**src/rtl/rgp_pkg.sv**
```systemverilog
package rgp_pkg;

    localparam int unsigned REG_W = 32;

    // Byte offsets inside one frame window
    localparam logic [7:0] PWR_REG_OFS = 8'h24;
    localparam logic [7:0] ID_REG_OFS  = 8'h08;

    typedef enum logic [1:0] {
        GRP_OFF  = 2'd0,
        GRP_UP   = 2'd1,
        GRP_ON   = 2'd2,
        GRP_DOWN = 2'd3
    } grp_state_e;

    typedef struct packed {
        logic req_off;
        logic req_on;
        logic auto_sel;
    } pwr_cmd_t;

    function automatic pwr_cmd_t decode_pwr_word(input logic [1:0] w);
        pwr_cmd_t c;
        c.req_off  = w[0];
        c.req_on   = !w[0] && !w[1];
        c.auto_sel = w[1];
        return c;
    endfunction

    // Group power-down status: set from the start of a down transition until power-up begins
    function automatic logic grp_down_bit(input grp_state_e s);
        return (s == GRP_DOWN) || (s == GRP_OFF);
    endfunction

    // Group power-off status: set from the end of a down transition until the end of power-up
    function automatic logic grp_off_bit(input grp_state_e s);
        return (s == GRP_OFF) || (s == GRP_UP);
    endfunction

    function automatic logic grp_stable(input grp_state_e s);
        return (s == GRP_OFF) || (s == GRP_ON);
    endfunction

    function automatic logic [REG_W-1:0] pack_pwr_word(input logic frame_off, input logic auto_sel,
                                                       input logic gdown, input logic goff);
        return {{(REG_W-4){1'b0}}, goff, gdown, auto_sel, frame_off};
    endfunction

endpackage

```
**src/rtl/rgp_decode.sv**
```systemverilog
module rgp_decode
    import rgp_pkg::*;
#(
    parameter int unsigned NUM_FRAMES = 4,
    parameter int unsigned WIN_BITS   = 8,
    parameter int unsigned IDX_W      = 2
) (
    input  logic                      req_valid,
    input  logic                      req_write,
    input  logic [WIN_BITS+IDX_W-1:0] req_addr,
    input  logic [1:0]                wbits,
    output logic [NUM_FRAMES-1:0]     pwr_wr_sel,
    output pwr_cmd_t                  cmd,
    output logic                      rd_en,
    output logic [IDX_W-1:0]          rd_idx,
    output logic                      rd_is_pwr,
    output logic                      rd_is_id
);
    logic [IDX_W-1:0]    idx;
    logic [WIN_BITS-1:0] ofs;
    logic                hit;
    logic                is_pwr;
    logic                is_id;

    assign idx    = req_addr[WIN_BITS +: IDX_W];
    assign ofs    = req_addr[WIN_BITS-1:0];
    assign hit    = ({1'b0, idx} < (IDX_W+1)'(NUM_FRAMES));
    assign is_pwr = hit && (ofs == WIN_BITS'(PWR_REG_OFS));
    assign is_id  = hit && (ofs == WIN_BITS'(ID_REG_OFS));

    assign cmd       = decode_pwr_word(wbits);
    assign rd_en     = req_valid && !req_write;
    assign rd_idx    = idx;
    assign rd_is_pwr = is_pwr;
    assign rd_is_id  = is_id;

    for (genvar f = 0; f < NUM_FRAMES; f++) begin : g_sel
        assign pwr_wr_sel[f] = req_valid && req_write && is_pwr && (idx == IDX_W'(f));
    end
endmodule

```
**src/rtl/rgp_frame.sv**
```systemverilog
module rgp_frame
    import rgp_pkg::*;
(
    input  logic     clk,
    input  logic     rst,
    input  logic     wr_en,
    input  pwr_cmd_t cmd,
    input  logic     grp_on_d,
    output logic     req_d,
    output logic     on_q,
    output logic     auto_q
);
    logic req_q;
    logic auto_d;

    always_comb begin
        req_d = req_q;
        if (wr_en) begin
            if (cmd.req_off)
                req_d = 1'b0;
            else if (cmd.req_on)
                req_d = 1'b1;
        end
        auto_d = wr_en ? cmd.auto_sel : auto_q;
    end

    always_ff @(posedge clk) begin
        if (rst) begin
            req_q  <= 1'b0;
            on_q   <= 1'b0;
            auto_q <= 1'b0;
        end else begin
            req_q  <= req_d;
            auto_q <= auto_d;
            on_q   <= req_d && grp_on_d;
        end
    end
endmodule

```
**src/rtl/rgp_group.sv**
```systemverilog
module rgp_group
    import rgp_pkg::*;
#(
    parameter int unsigned UP_LAT = 16,
    parameter int unsigned DN_LAT = 24
) (
    input  logic       clk,
    input  logic       rst,
    input  logic       start_up,
    input  logic       start_down,
    input  logic       abort,
    output grp_state_e state_q,
    output grp_state_e state_d
);
    localparam int unsigned MAX_LAT = (UP_LAT > DN_LAT) ? UP_LAT : DN_LAT;
    localparam int unsigned CW      = (MAX_LAT > 1) ? $clog2(MAX_LAT + 1) : 1;

    logic [CW-1:0] cnt_q, cnt_d;
    logic          abf_q, abf_d;
    logic          abort_any;

    assign abort_any = abf_q || abort;

    always_comb begin
        state_d = state_q;
        cnt_d   = cnt_q;
        abf_d   = abf_q;
        unique case (state_q)
            GRP_OFF: begin
                if (start_up) begin
                    state_d = GRP_UP;
                    cnt_d   = CW'(UP_LAT - 1);
                end
            end
            GRP_UP: begin
                if (cnt_q == '0)
                    state_d = GRP_ON;
                else
                    cnt_d = cnt_q - 1'b1;
            end
            GRP_ON: begin
                if (start_down) begin
                    state_d = GRP_DOWN;
                    cnt_d   = CW'(DN_LAT - 1);
                    abf_d   = 1'b0;
                end
            end
            GRP_DOWN: begin
                abf_d = abort_any;
                if (cnt_q == '0) begin
                    state_d = abort_any ? GRP_ON : GRP_OFF;
                    abf_d   = 1'b0;
                end else begin
                    cnt_d = cnt_q - 1'b1;
                end
            end
            default: state_d = GRP_OFF;
        endcase
    end

    always_ff @(posedge clk) begin
        if (rst) begin
            state_q <= GRP_OFF;
            cnt_q   <= '0;
            abf_q   <= 1'b0;
        end else begin
            state_q <= state_d;
            cnt_q   <= cnt_d;
            abf_q   <= abf_d;
        end
    end
endmodule

```
**src/rtl/rgp_pwr_ctrl.sv**
```systemverilog
module rgp_pwr_ctrl
    import rgp_pkg::*;
#(
    parameter int unsigned NUM_FRAMES = 4,
    parameter int unsigned WIN_BITS   = 8,
    parameter int unsigned UP_LAT     = 16,
    parameter int unsigned DN_LAT     = 24,
    parameter logic [31:0] ID_VALUE   = 32'h0200043B,
    localparam int unsigned IDX_W     = (NUM_FRAMES > 1) ? $clog2(NUM_FRAMES) : 1,
    localparam int unsigned ADDR_W    = WIN_BITS + IDX_W
) (
    input  logic              clk,
    input  logic              rst,
    input  logic              req_valid,
    output logic              req_ready,
    input  logic              req_write,
    input  logic [ADDR_W-1:0] req_addr,
    input  logic [31:0]       req_wdata,
    output logic              rsp_valid,
    output logic [31:0]       rsp_rdata,
    input  logic              grp_abort
);
    logic [NUM_FRAMES-1:0] pwr_wr_sel;
    logic [NUM_FRAMES-1:0] wr_ok;
    logic [NUM_FRAMES-1:0] req_vec;
    logic [NUM_FRAMES-1:0] on_vec;
    logic [NUM_FRAMES-1:0] auto_vec;
    logic [NUM_FRAMES-1:0] frame_off;
    pwr_cmd_t              cmd;
    logic                  rd_en;
    logic [IDX_W-1:0]      rd_idx;
    logic                  rd_is_pwr;
    logic                  rd_is_id;
    grp_state_e            grp_q, grp_d;
    logic                  gpd, gpo;
    logic                  any_wr;
    logic                  start_up, start_down;
    logic [31:0]           rdata_d;
    logic [29:0]           wdata_hi_unused;

    assign req_ready       = 1'b1;
    assign wdata_hi_unused = req_wdata[31:2];

    rgp_decode #(
        .NUM_FRAMES(NUM_FRAMES),
        .WIN_BITS  (WIN_BITS),
        .IDX_W     (IDX_W)
    ) u_decode (
        .req_valid (req_valid),
        .req_write (req_write),
        .req_addr  (req_addr),
        .wbits     (req_wdata[1:0]),
        .pwr_wr_sel(pwr_wr_sel),
        .cmd       (cmd),
        .rd_en     (rd_en),
        .rd_idx    (rd_idx),
        .rd_is_pwr (rd_is_pwr),
        .rd_is_id  (rd_is_id)
    );

    // Power writes only land while the group is stable
    assign wr_ok      = pwr_wr_sel & {NUM_FRAMES{grp_stable(grp_q)}};
    assign any_wr     = |wr_ok;
    assign start_up   = any_wr && cmd.req_on;
    assign start_down = any_wr && cmd.req_off && (req_vec == '0);

    rgp_group #(
        .UP_LAT(UP_LAT),
        .DN_LAT(DN_LAT)
    ) u_group (
        .clk       (clk),
        .rst       (rst),
        .start_up  (start_up),
        .start_down(start_down),
        .abort     (grp_abort),
        .state_q   (grp_q),
        .state_d   (grp_d)
    );

    for (genvar f = 0; f < NUM_FRAMES; f++) begin : g_frame
        rgp_frame u_frame (
            .clk     (clk),
            .rst     (rst),
            .wr_en   (wr_ok[f]),
            .cmd     (cmd),
            .grp_on_d(grp_d == GRP_ON),
            .req_d   (req_vec[f]),
            .on_q    (on_vec[f]),
            .auto_q  (auto_vec[f])
        );
    end

    assign frame_off = ~on_vec;
    assign gpd       = grp_down_bit(grp_q);
    assign gpo       = grp_off_bit(grp_q);

    always_comb begin
        rdata_d = '0;
        if (rd_is_pwr)
            rdata_d = pack_pwr_word(frame_off[rd_idx], auto_vec[rd_idx], gpd, gpo);
        else if (rd_is_id)
            rdata_d = ID_VALUE;
    end

    always_ff @(posedge clk) begin
        if (rst) begin
            rsp_valid <= 1'b0;
            rsp_rdata <= '0;
        end else begin
            rsp_valid <= rd_en;
            rsp_rdata <= rd_en ? rdata_d : '0;
        end
    end
endmodule

```
**config.mk**
```make
export PLATFORM = sky130hd
export DESIGN_NAME = rgp_pwr_ctrl
export DESIGN_NICKNAME = d
export VERILOG_FILES = /design/src/rtl/rgp_pkg.sv /design/src/rtl/rgp_decode.sv /design/src/rtl/rgp_frame.sv /design/src/rtl/rgp_group.sv /design/src/rtl/rgp_pwr_ctrl.sv
export SDC_FILE = /design/constraint.sdc
export NUM_CORES = 1
export LEC_CHECK = 0
export CORE_MARGIN = 5
export CORE_UTILIZATION = 44
export DETAILED_ROUTE_END_ITERATION = 10
export HOLD_SLACK_MARGIN = 0.1
export PLACE_DENSITY = 0.94
export SYNTH_ARGS = -nofsm -noshare
export SYNTH_HDL_FRONTEND = slang
export SYNTH_SLANG_ARGS = --single-unit
```
**constraint.sdc**
```tcl
create_clock -name clk -period 7.7 [get_ports clk]
set_clock_uncertainty 0.15 [all_clocks]
set_input_delay 1.54 -clock clk [delete_from_list [all_inputs] [get_ports clk]]
set_output_delay 1.54 -clock clk [all_outputs]
set_load 0.005 [all_outputs]
```
==> results of run 1 <==
state kept, by name (all words and copies together), names as in the netlist:
register	count
u_group.cnt_q	5
u_group.state_q	2
rsp_rdata	5
g_frame.u_frame.req_q	4
u_group.abf_q	1
g_frame.u_frame.on_q	4
g_frame.u_frame.auto_q	4
rsp_valid	1
cell type report:
type | instances | area (sq um)
inverters | 14 | 52.6
well taps | 48 | 60.1
multi-input cells | 140 | 960
flip-flops and latches | 26 | 520
fillers | 355 | 1830
clock buffers | 3 | 41.3
repair buffers | 25 | 250
power by group:
part / total, mW / leakage (nW) / switching (mW) / internal, mW
combinational: 0.0540 / 0.480 / 0.0321 / 0.0218
clock: 0.0774 / 0.0216 / 0.0422 / 0.0352
sequential: 0.140 / 0.210 / 0.00281 / 0.138
worst paths after layout:
| kind | cells after the start | startpoint | to |
|---|---|---|---|
| min | 2 | g_frame[1].u_frame.auto_q$_SDFFE_PP0P_ | g_frame[1].u_frame.auto_q$_SDFFE_PP0P_ |
| max | 6 | req_addr[4] | u_group.abf_q$_SDFFE_PP0P_ |
| max reg2reg | 7 | u_group.state_q[0]$_SDFF_PP0_ | u_group.cnt_q[0]$_SDFFE_PP0P_ |
| min reg2reg | 2 | g_frame[1].u_frame.auto_q$_SDFFE_PP0P_ | g_frame[1].u_frame.auto_q$_SDFFE_PP0P_ |
synthesized netlist by cell type, types with 2 or more instances:
| cell | count | area [sq um] |
|---|---|---|
| o211ai_1 | 2 | 15.0 |
| nor2_1 | 20 | 75.1 |
| nand4_1 | 4 | 25.0 |
| o31ai_1 | 2 | 15.0 |
| nor3b_2 | 3 | 37.5 |
| inv_1 | 14 | 52.6 |
| nor4b_2 | 2 | 30.0 |
| a211oi_2 | 2 | 25.0 |
| mux2i_1 | 4 | 40.0 |
| a21oi_2 | 2 | 17.5 |
| or3_1 | 2 | 12.5 |
| mux4_2 | 2 | 45.0 |
| nand3_1 | 4 | 20.0 |
| o21ai_0 | 10 | 50.1 |
| buf_6 | 2 | 22.5 |
| buf_4 | 30 | 225 |
| clkbuf_1 | 4 | 15.0 |
| dfxtp_1 | 26 | 521 |
| nor4_1 | 3 | 18.8 |
| a31o_2 | 2 | 17.5 |
| nor3_1 | 2 | 10.0 |
| ha_1 | 6 | 75.1 |
| a21oi_1 | 7 | 35.0 |
| a31oi_1 | 2 | 12.5 |
| nand2_1 | 8 | 30.0 |
| nor3b_1 | 2 | 15.0 |
| conb_1 | 2 | 7.51 |
critical path: cells and delay by family:
| family | cells | cell delay [ns] |
|---|---|---|
| simple gates | 4 | 1.58 |
| buf+inv | 1 | 0.43 |
| compound gates | 1 | 0.27 |
cells by family after synthesis:
| family | Yosys count | synth area share (%) |
|---|---|---|
| AOI/OAI and AO/OA | 42 | 17.8 |
| adders and majority gates | 6 | 4.38 |
| buffers and inverters | 51 | 18.7 |
| DFF | 26 | 30.4 |
| muxes | 8 | 6.50 |
| other | 2 | 0.438 |
| and+or+nand+nor | 59 | 21.8 |
per-stage QoR:
stage,instances,utilization [%]
2_1_floorplan,217,-
3_3_place_gp,253,49.6
5_1_grt,256,50.7
6_report,256,50.7
3_5_place_dp,253,49.6
4_1_cts,256,50.7
placed cells by master, fill, tap and decap left out, types with 3 or more instances in the layout:
cell type        netlist  final
inv_1                 14     14
clkdlybuf4s50_1        0     25
nand4_1                4      4
nor4_1                 3      3
ha_1                   6      6
o21ai_0               10     10
nor2_1                20     20
nand3_1                4      4
nand2_1                8      8
nor3b_2                3      3
a21oi_1                7      7
conb_1                 2     25
mux2i_1                4      4
dfxtp_1               26     26
clkbuf_8               0      3
routing by layer:
| layer | vias to the layer above | track usage (%) | part of all wire [%] |
|---|---|---|---|
| met5 | - | 0 | 0 |
| met3 | 5 | 3.05 | 10 |
| met1 | 639 | 17.2 | 41 |
| met4 | 0 | 5.53 | 1.4 |
| met2 | 64 | 23.4 | 48 |
| li1 | 663 | - | - |
==> impl_metrics.toml, run 1 <==
[status]
status = "finished, final reports clean"

[timing]
max_freq_ghz = 0.262
rsz0062_at_grt = "no"
whs_ns = 0.309
worst_slack_ns = 3.89
tightestPinTransition_ns = 0.854
max_slew_margin_pct = 42.6
finalMaxSlewViolations = 0
finalHoldViolCount = 0
finalCriticalPeriod_ns = 3.81
setup_viol = 0
finalSetupTns_ns = 0
min_period_over_period_pct = 49.5

[clocking]
post_cts_resized = 0
cts_setup_buffers = 0
cts_hold_buffers = 0
clock-root-buffer = "clkbuf_8"
cts.clk_slew.worst_paths_ns = 0.08
insertion_delay_ns = 0.27
cts_tree = "done"
htreeDepth = 1
cts_sinks = 26
cts_buffer_depth = 2
cts_buffers = 3

[hold_path]
hp-class = "register to register"

[power_and_ir_drop]
totalPowerFinal_mw = 0.272
powerDensity_nw_per_um2 = 144
ir_drop_mv = 0.0594
p_leak_nw = 0.711

[setup_path]
worstPathArrival_ns = 3.83
worst_setup_path_end_kind = "register"
cp_cell_sequence = "clkdlybuf4s50_1 -> or4b_1 -> nor3_4 -> nand4_1 -> o2111a_1 -> or3_1"
cp_slowest_cell = "or4b_1"
path_class = "primary input to register"
required_ns = 7.71
regToRegSetupSlack_ns = 4.86
startpoint_type = "primary input"
critPathMaxFanout = 6
slowest_delay_ns = 0.72

[synth]
ys_seq_area_share_pct = 30.4
synth-edff-count = 0
synth_ff_type = "dfxtp_1"
avgSynthCellArea_sq_um = 8.84
synthesis.yosys.warnings = 0
syn_inst = 194
ys_ff_latch = 26
post_synth_num_cell_types = 52
netlist_area_sq_um = 1710
async_flop_share_pct = 0

[cells_and_area]
drive_above_1_share_pct = 11.5
n_antenna_cell = 0
nets = 263
syn_to_final_growth_pct = 9.93
design_area_sq_um = 1880

[grt]
grt_start_max_net_pins = 18
grt_overflow = 0
grt_util_all_layers_pct = 13.9
grt_pass1_wl_um = 5770
grt_pass1_vias = 1211
antenna_found_initial = 0

[place]
dp_hpwl_um = 2790
io_buffers = 25
dpl_cell_area_sq_um = 1840
place_ws_ns = 3.62
gp_congestion = 0.857

[floorplanning]
core_sq_um = 3720
placementRows = 22
initial_core_util_pct = 46.1
die_x_um = 72.4
ios = 81
die_area_sq_um = 5240
die_y_um = 72.4

[routing]
drt_wl_total_um = 3640
drcViolationCount = 0
routed_via_density = 5.36
wl_per_cell_um = 14.2
ant_nets = 0
num_vias = 1371
firstDrtPassIters = 4
drt_iter0_drc = 93

[run]
maxCapViolations = 0
Note: power is estimated with default switching activity, not from simulation.
==> run 2: changes to the inputs <==
--- a/config.mk
+++ b/config.mk
@@ -6,10 +6,10 @@
 export NUM_CORES = 1
 export LEC_CHECK = 0
 export CORE_MARGIN = 5
-export CORE_UTILIZATION = 44
+export CORE_UTILIZATION = 41
 export DETAILED_ROUTE_END_ITERATION = 10
 export HOLD_SLACK_MARGIN = 0.1
-export PLACE_DENSITY = 0.94
+export PLACE_DENSITY = 0.89
 export SYNTH_ARGS = -nofsm -noshare
 export SYNTH_HDL_FRONTEND = slang
 export SYNTH_SLANG_ARGS = --single-unit
==> constraint.sdc (replaced) <==
create_clock -name clk -period 3.8 [get_ports clk]
set_clock_uncertainty 0.15 [all_clocks]
set_input_delay 0.76 -clock clk [delete_from_list [all_inputs] [get_ports clk]]
set_output_delay 0.76 -clock clk [all_outputs]
set_load 0.005 [all_outputs]
==> run 2 against run 1 <==
Net effect: combinational power rose by 110%; cell area rose by 2.5%; via count fell by 0.58%; count of clock-buffer cells in the layout did not move; largest cell class unchanged.
==> impl_metrics.toml, run 2 (synthesis gave the netlist of run 1 again) <==
[routing]
drt_wl_total_um = 3570
ant_nets = 0
drt_iter0_drc = 133
routed_via_density = 5.22
wl_per_cell_um = 13.7
firstDrtPassIters = 4
drcViolationCount = 0
num_vias = 1363

[setup_path]
required_ns = 3.81
timing.rr.start = "u_group.state_q[0]$_SDFF_PP0_"
regToRegSetupSlack_ns = 0.85
path_class = "primary input to register"
rr_worst_depth = 7
worst_setup_path_end_kind = "register"
worstPathArrival_ns = 2.99
startpoint_type = "primary input"
rr_endpoint = "g_frame[3].u_frame.on_q$_SDFF_PP0_"
critPathMaxFanout = 6

[timing]
whs_ns = 0.317
finalCriticalPeriod_ns = 2.98
worst_slack_ns = 0.822
finalMaxSlewViolations = 0
finalHoldViolCount = 0
max_freq_ghz = 0.336
finalSetupTns_ns = 0
setup_viol = 0
min_period_over_period_pct = 78.4
tightestPinTransition_ns = 0.923
rsz0062_at_grt = "no"
max_slew_margin_pct = 37.9

[cells_and_area]
final_common_cell = "dfxtp_1"
layout_common_cells = "dfxtp_1 (26), conb_1 (25), clkdlybuf4s50_1 (25)"
syn_to_final_growth_pct = 12.7
top_regs = "rsp_rdata (5), u_group.cnt_q (5)"
drive_above_1_share_pct = 12.8
nets = 265
n_antenna_cell = 0

[grt]
grt_pass1_vias = 1305
grt_util_all_layers_pct = 13.2
grt_overflow = 0
grt_start_max_net_pins = 17
antenna_found_initial = 0
grt_pass1_wl_um = 5750

[clocking]
cts_setup_buffers = 0
post_cts_resized = 0
cts_sinks = 26
cts_buffers = 3
cts.clk_slew.worst_paths_ns = 0.09
htreeDepth = 1
clock-root-buffer = "clkbuf_8"
cts_tree = "done"
insertion_delay_ns = 0.28
cts_buffer_depth = 2
cts_hold_buffers = 0

[hold_path]
holdPathEnd = "g_frame[1].u_frame.auto_q$_SDFFE_PP0P_"
hp-class = "register to register"
holdPathStages = 2
hp-start = "g_frame[1].u_frame.auto_q$_SDFFE_PP0P_"

[floorplanning]
die_y_um = 74.7
core_sq_um = 4030
die_area_sq_um = 5570
initial_core_util_pct = 42.5
die_x_um = 74.7
ios = 81
placementRows = 23

[place]
place_ws_ns = 0.534
gp_congestion = 0.893
io_buffers = 25
dp_hpwl_um = 2680

[power_and_ir_drop]
ir_drop_mv = 0.144
p_leak_nw = 0.735
powerDensity_nw_per_um2 = 324

[run]
maxCapViolations = 0

[status]
status = "finished, final reports clean"
[run 2: cell count changes in the layout (fill, tap and decap cells not counted)]
cell and delta:
bufinv_16 +1, buf_4 +2
[run 2: worst max-delay path, cell delays in order]
cell             delay, ns
clkdlybuf4s50_1       0.41
or4b_1                0.70
nor3_4                0.34
nand4_1               0.17
o2111a_1              0.26
or3_1                 0.34
[run 2: through the flow]
| step | total power, mW | cells | area, sq um | utilization (%) |
|---|---|---|---|---|
| 2_1_floorplan | 0.383 | 217 | 1800 | - |
| 3_3_place_gp | 0.395 | 257 | 1860 | 46.2 |
| 3_5_place_dp | 0.399 | 257 | 1860 | 46.2 |
| 4_1_cts | 0.630 | 261 | 1930 | 48.0 |
| 5_1_grt | 0.657 | 261 | 1930 | 48.0 |
| 6_report | 0.626 | 261 | 1930 | 48.0 |
[run 2: final cells by class]
class / count / area (sq um)
Clock buffer: 3 / 41.3
Tap cell: 50 / 62.6
Clock inverter: 1 / 30.0
Multi-Input combinational cell: 140 / 960
Fill cell: 399 / 2100
Sequential cell: 26 / 520
Timing Repair Buffer: 27 / 265
Inverter: 14 / 52.6
[run 2: report_power, final]
group          switching [mW]  total, mW  leakage [nW]  internal, mW
clock                  0.0896      0.231        0.0357         0.141
sequential            0.00588      0.285         0.210         0.279
combinational          0.0650      0.111         0.490        0.0457
[run 2: routing by layer]
metal	GRT usage, %	vias up	part of all wire, %
met2	21.6	50	47
met4	4.94	0	1.0
li1	-	668	-
met5	0	-	0
met3	3.74	4	9.5
met1	16.5	641	43
[run 2: how the worst max path moves through the flow]
| stage | slack, ns | endpoint | from |
|---|---|---|---|
| finish | 0.82 | u_group.abf_q$_SDFFE_PP0P_ | req_addr[4] |
| global route | 0.66 | u_group.abf_q$_SDFFE_PP0P_ | req_addr[4] |
| detailed placement | 0.53 | u_group.abf_q$_SDFFE_PP0P_ | req_addr[4] |
| global placement | 0.54 | u_group.abf_q$_SDFFE_PP0P_ | req_addr[4] |
| CTS | 0.83 | u_group.abf_q$_SDFFE_PP0P_ | req_addr[4] |
| floorplan | 1.18 | u_group.cnt_q[0]$_SDFFE_PP0P_ | u_group.state_q[0]$_SDFF_PP0_ |
==> run 3: changes to the inputs <==
--- a/config.mk
+++ b/config.mk
@@ -6,10 +6,10 @@
 export NUM_CORES = 1
 export LEC_CHECK = 0
 export CORE_MARGIN = 5
-export CORE_UTILIZATION = 41
+export CORE_UTILIZATION = 37
 export DETAILED_ROUTE_END_ITERATION = 10
 export HOLD_SLACK_MARGIN = 0.1
-export PLACE_DENSITY = 0.89
+export PLACE_DENSITY = 0.85
 export SYNTH_ARGS = -nofsm -noshare
 export SYNTH_HDL_FRONTEND = slang
 export SYNTH_SLANG_ARGS = --single-unit
==> constraint.sdc (replaced) <==
create_clock -name clk -period 2.5 [get_ports clk]
set_clock_uncertainty 0.15 [all_clocks]
set_input_delay 0.5 -clock clk [delete_from_list [all_inputs] [get_ports clk]]
set_output_delay 0.5 -clock clk [all_outputs]
set_load 0.005 [all_outputs]
==> run 3 against run 2 <==
Net effect: cell area is 16% higher; clock power grew 50%; non-clock buffer count grew 29; count of clock-buffer cells in the layout did not move; critical endpoint is now g_frame[1].u_frame.on_q$_SDFF_PP0_; largest power group unchanged.
==> impl_metrics.toml, run 3 (synthesis gave the netlist of run 1 again) <==
[setup_path]
cp_num_buf_inv = 4
worstPathArrival_ns = 2.46
startpoint = "req_write"
cpMostUsedCell = "buf_4"
timing.rr.start = "u_group.state_q[1]$_SDFF_PP0_"
slowest_delay_ns = 0.49
startpoint_type = "primary input"
cp_slowest_cell = "clkdlybuf4s50_1"
rr_worst_depth = 9
required_ns = 2.55
critPathMaxFanout = 3
path_class = "primary input to register"
worst_setup_path_end_kind = "register"
cp.depth = 9
crit_family = "buffers and inverters"
cp_cell_sequence = "clkdlybuf4s50_1 -> o211ai_1 -> buf_4 -> buf_4 -> buf_4 -> nor4_4 -> a21oi_2 -> a311oi_2 -> nor3b_2"

[routing]
routed_via_density = 5.18
drt_wl_total_um = 4100
firstDrtPassIters = 5
drt_iter0_drc = 142
wl_per_cell_um = 14.0
num_vias = 1514
ant_nets = 0
drcViolationCount = 0

[power_and_ir_drop]
totalPowerFinal_mw = 0.991
p_leak_nw = 0.973
powerDensity_nw_per_um2 = 443
ir_drop_mv = 0.212

[place]
dpl_cell_area_sq_um = 2040
io_buffers = 25
dp_cells = 283
gp_congestion = 0.891
place_ws_ns = -0.414
dp_hpwl_um = 3100

[cells_and_area]
top_regs = "rsp_rdata (5), u_group.cnt_q (5)"
fin_util_pct = 50.7
layout_common_cells = "buf_4 (29), conb_1 (25), dfxtp_1 (25)"
final_common_cell = "buf_4"
syn_to_final_growth_pct = 30.7
fin_cells = 292
nets = 294
drive_above_1_share_pct = 27.9
design_area_sq_um = 2240
fillerInstances = 394
n_antenna_cell = 0

[clocking]
cts.clk_slew.worst_paths_ns = 0.09
insertion_delay_ns = 0.27
cts_tree = "done"
cts_hold_buffers = 0
cts_sinks = 26
htreeDepth = 1
clock-root-buffer = "clkbuf_8"
cts_buffers = 3
cts_buffer_depth = 2

[grt]
grt_pass1_vias = 1439
grt_pass1_wl_um = 6510
grt_overflow = 0
antenna_found_initial = 0
grt_start_max_net_pins = 16
grt_util_all_layers_pct = 12.8

[floorplanning]
core_sq_um = 4410
die_x_um = 78.1
die_area_sq_um = 6090
initial_core_util_pct = 38.8
placementRows = 24
die_y_um = 78.1
ios = 81

[timing]
min_period_over_period_pct = 96.6
tightestPinTransition_ns = 0.561
worst_slack_ns = 0.0846
finalHoldViolCount = 0
max_slew_margin_pct = 62.4
whs_ns = 0.320
finalMaxSlewViolations = 0
max_freq_ghz = 0.414
setup_viol = 0
finalSetupTns_ns = 0
finalCriticalPeriod_ns = 2.42

[hold_path]
hp-start = "g_frame[1].u_frame.auto_q$_SDFFE_PP0P_"
hp-class = "register to register"
holdPathStages = 2

[status]
status = "finished, final reports clean"

[run]
maxCapViolations = 0
## run 3: cell count changes in the layout (fill, tap and decap cells not counted), moves of 2 or more
cell and delta:
clkdlybuf4s50_1 -8, buf_4 +27, buf_6 +2, o31ai_1 -2, o31ai_2 +2, dlymetal6s2s_1 +8
## run 3: path summary, 6_finish.rpt
kind / to / slack (ns)
max: g_frame[1].u_frame.on_q$_SDFF_PP0_ / 0.08
min: g_frame[1].u_frame.auto_q$_SDFFE_PP0P_ / 0.32
max reg2reg: g_frame[1].u_frame.on_q$_SDFF_PP0_ / 0.17
min reg2reg: g_frame[1].u_frame.auto_q$_SDFFE_PP0P_ / 0.32
## run 3: final cells by class
class / count / area [sq um] / area share, %
clock buffers: 3 / 41.3 / 1.84
clock inverters: 1 / 30.0 / 1.34
inverters: 14 / 52.6 / 2.35
multi-input cells: 140 / 1020 / 45.5
flip-flops and latches: 26 / 522 / 23.3
well taps: 52 / 65.1 / 2.91
repair buffers: 56 / 510 / 22.8
## run 3: power by group
group | switching, mW | internal [mW] | leakage [nW]
Combinational | 0.112 | 0.0980 | 0.727
Clock | 0.133 | 0.214 | 0.0357
Sequential | 0.00939 | 0.424 | 0.210
## run 3: timing repair
action / in CTS / in global routing
gates resized for setup: 6 / 18
endpoints found under the setup margin: 10 / 14
setup buffers: 1 / 4
pin swaps: 8 / 6
## run 3: per-layer routing
metal	vias to the layer above	track usage, %	part of all wire, %
met2	57	22.8	51
li1	722	-	-
met5	-	0	0
met4	0	4.39	1.0
met1	730	15.0	41
met3	5	2.75	7.6
## run 3: worst register-to-register path, cell delays in order, from the launching register on
cell and delay [ns]:
dfxtp_2 0.41, ha_1 0.22, o211ai_1 0.09, buf_4 0.15, buf_4 0.13, buf_4 0.13
nor4_4 0.36, a21oi_2 0.11, a311oi_2 0.27, nor3b_2 0.21
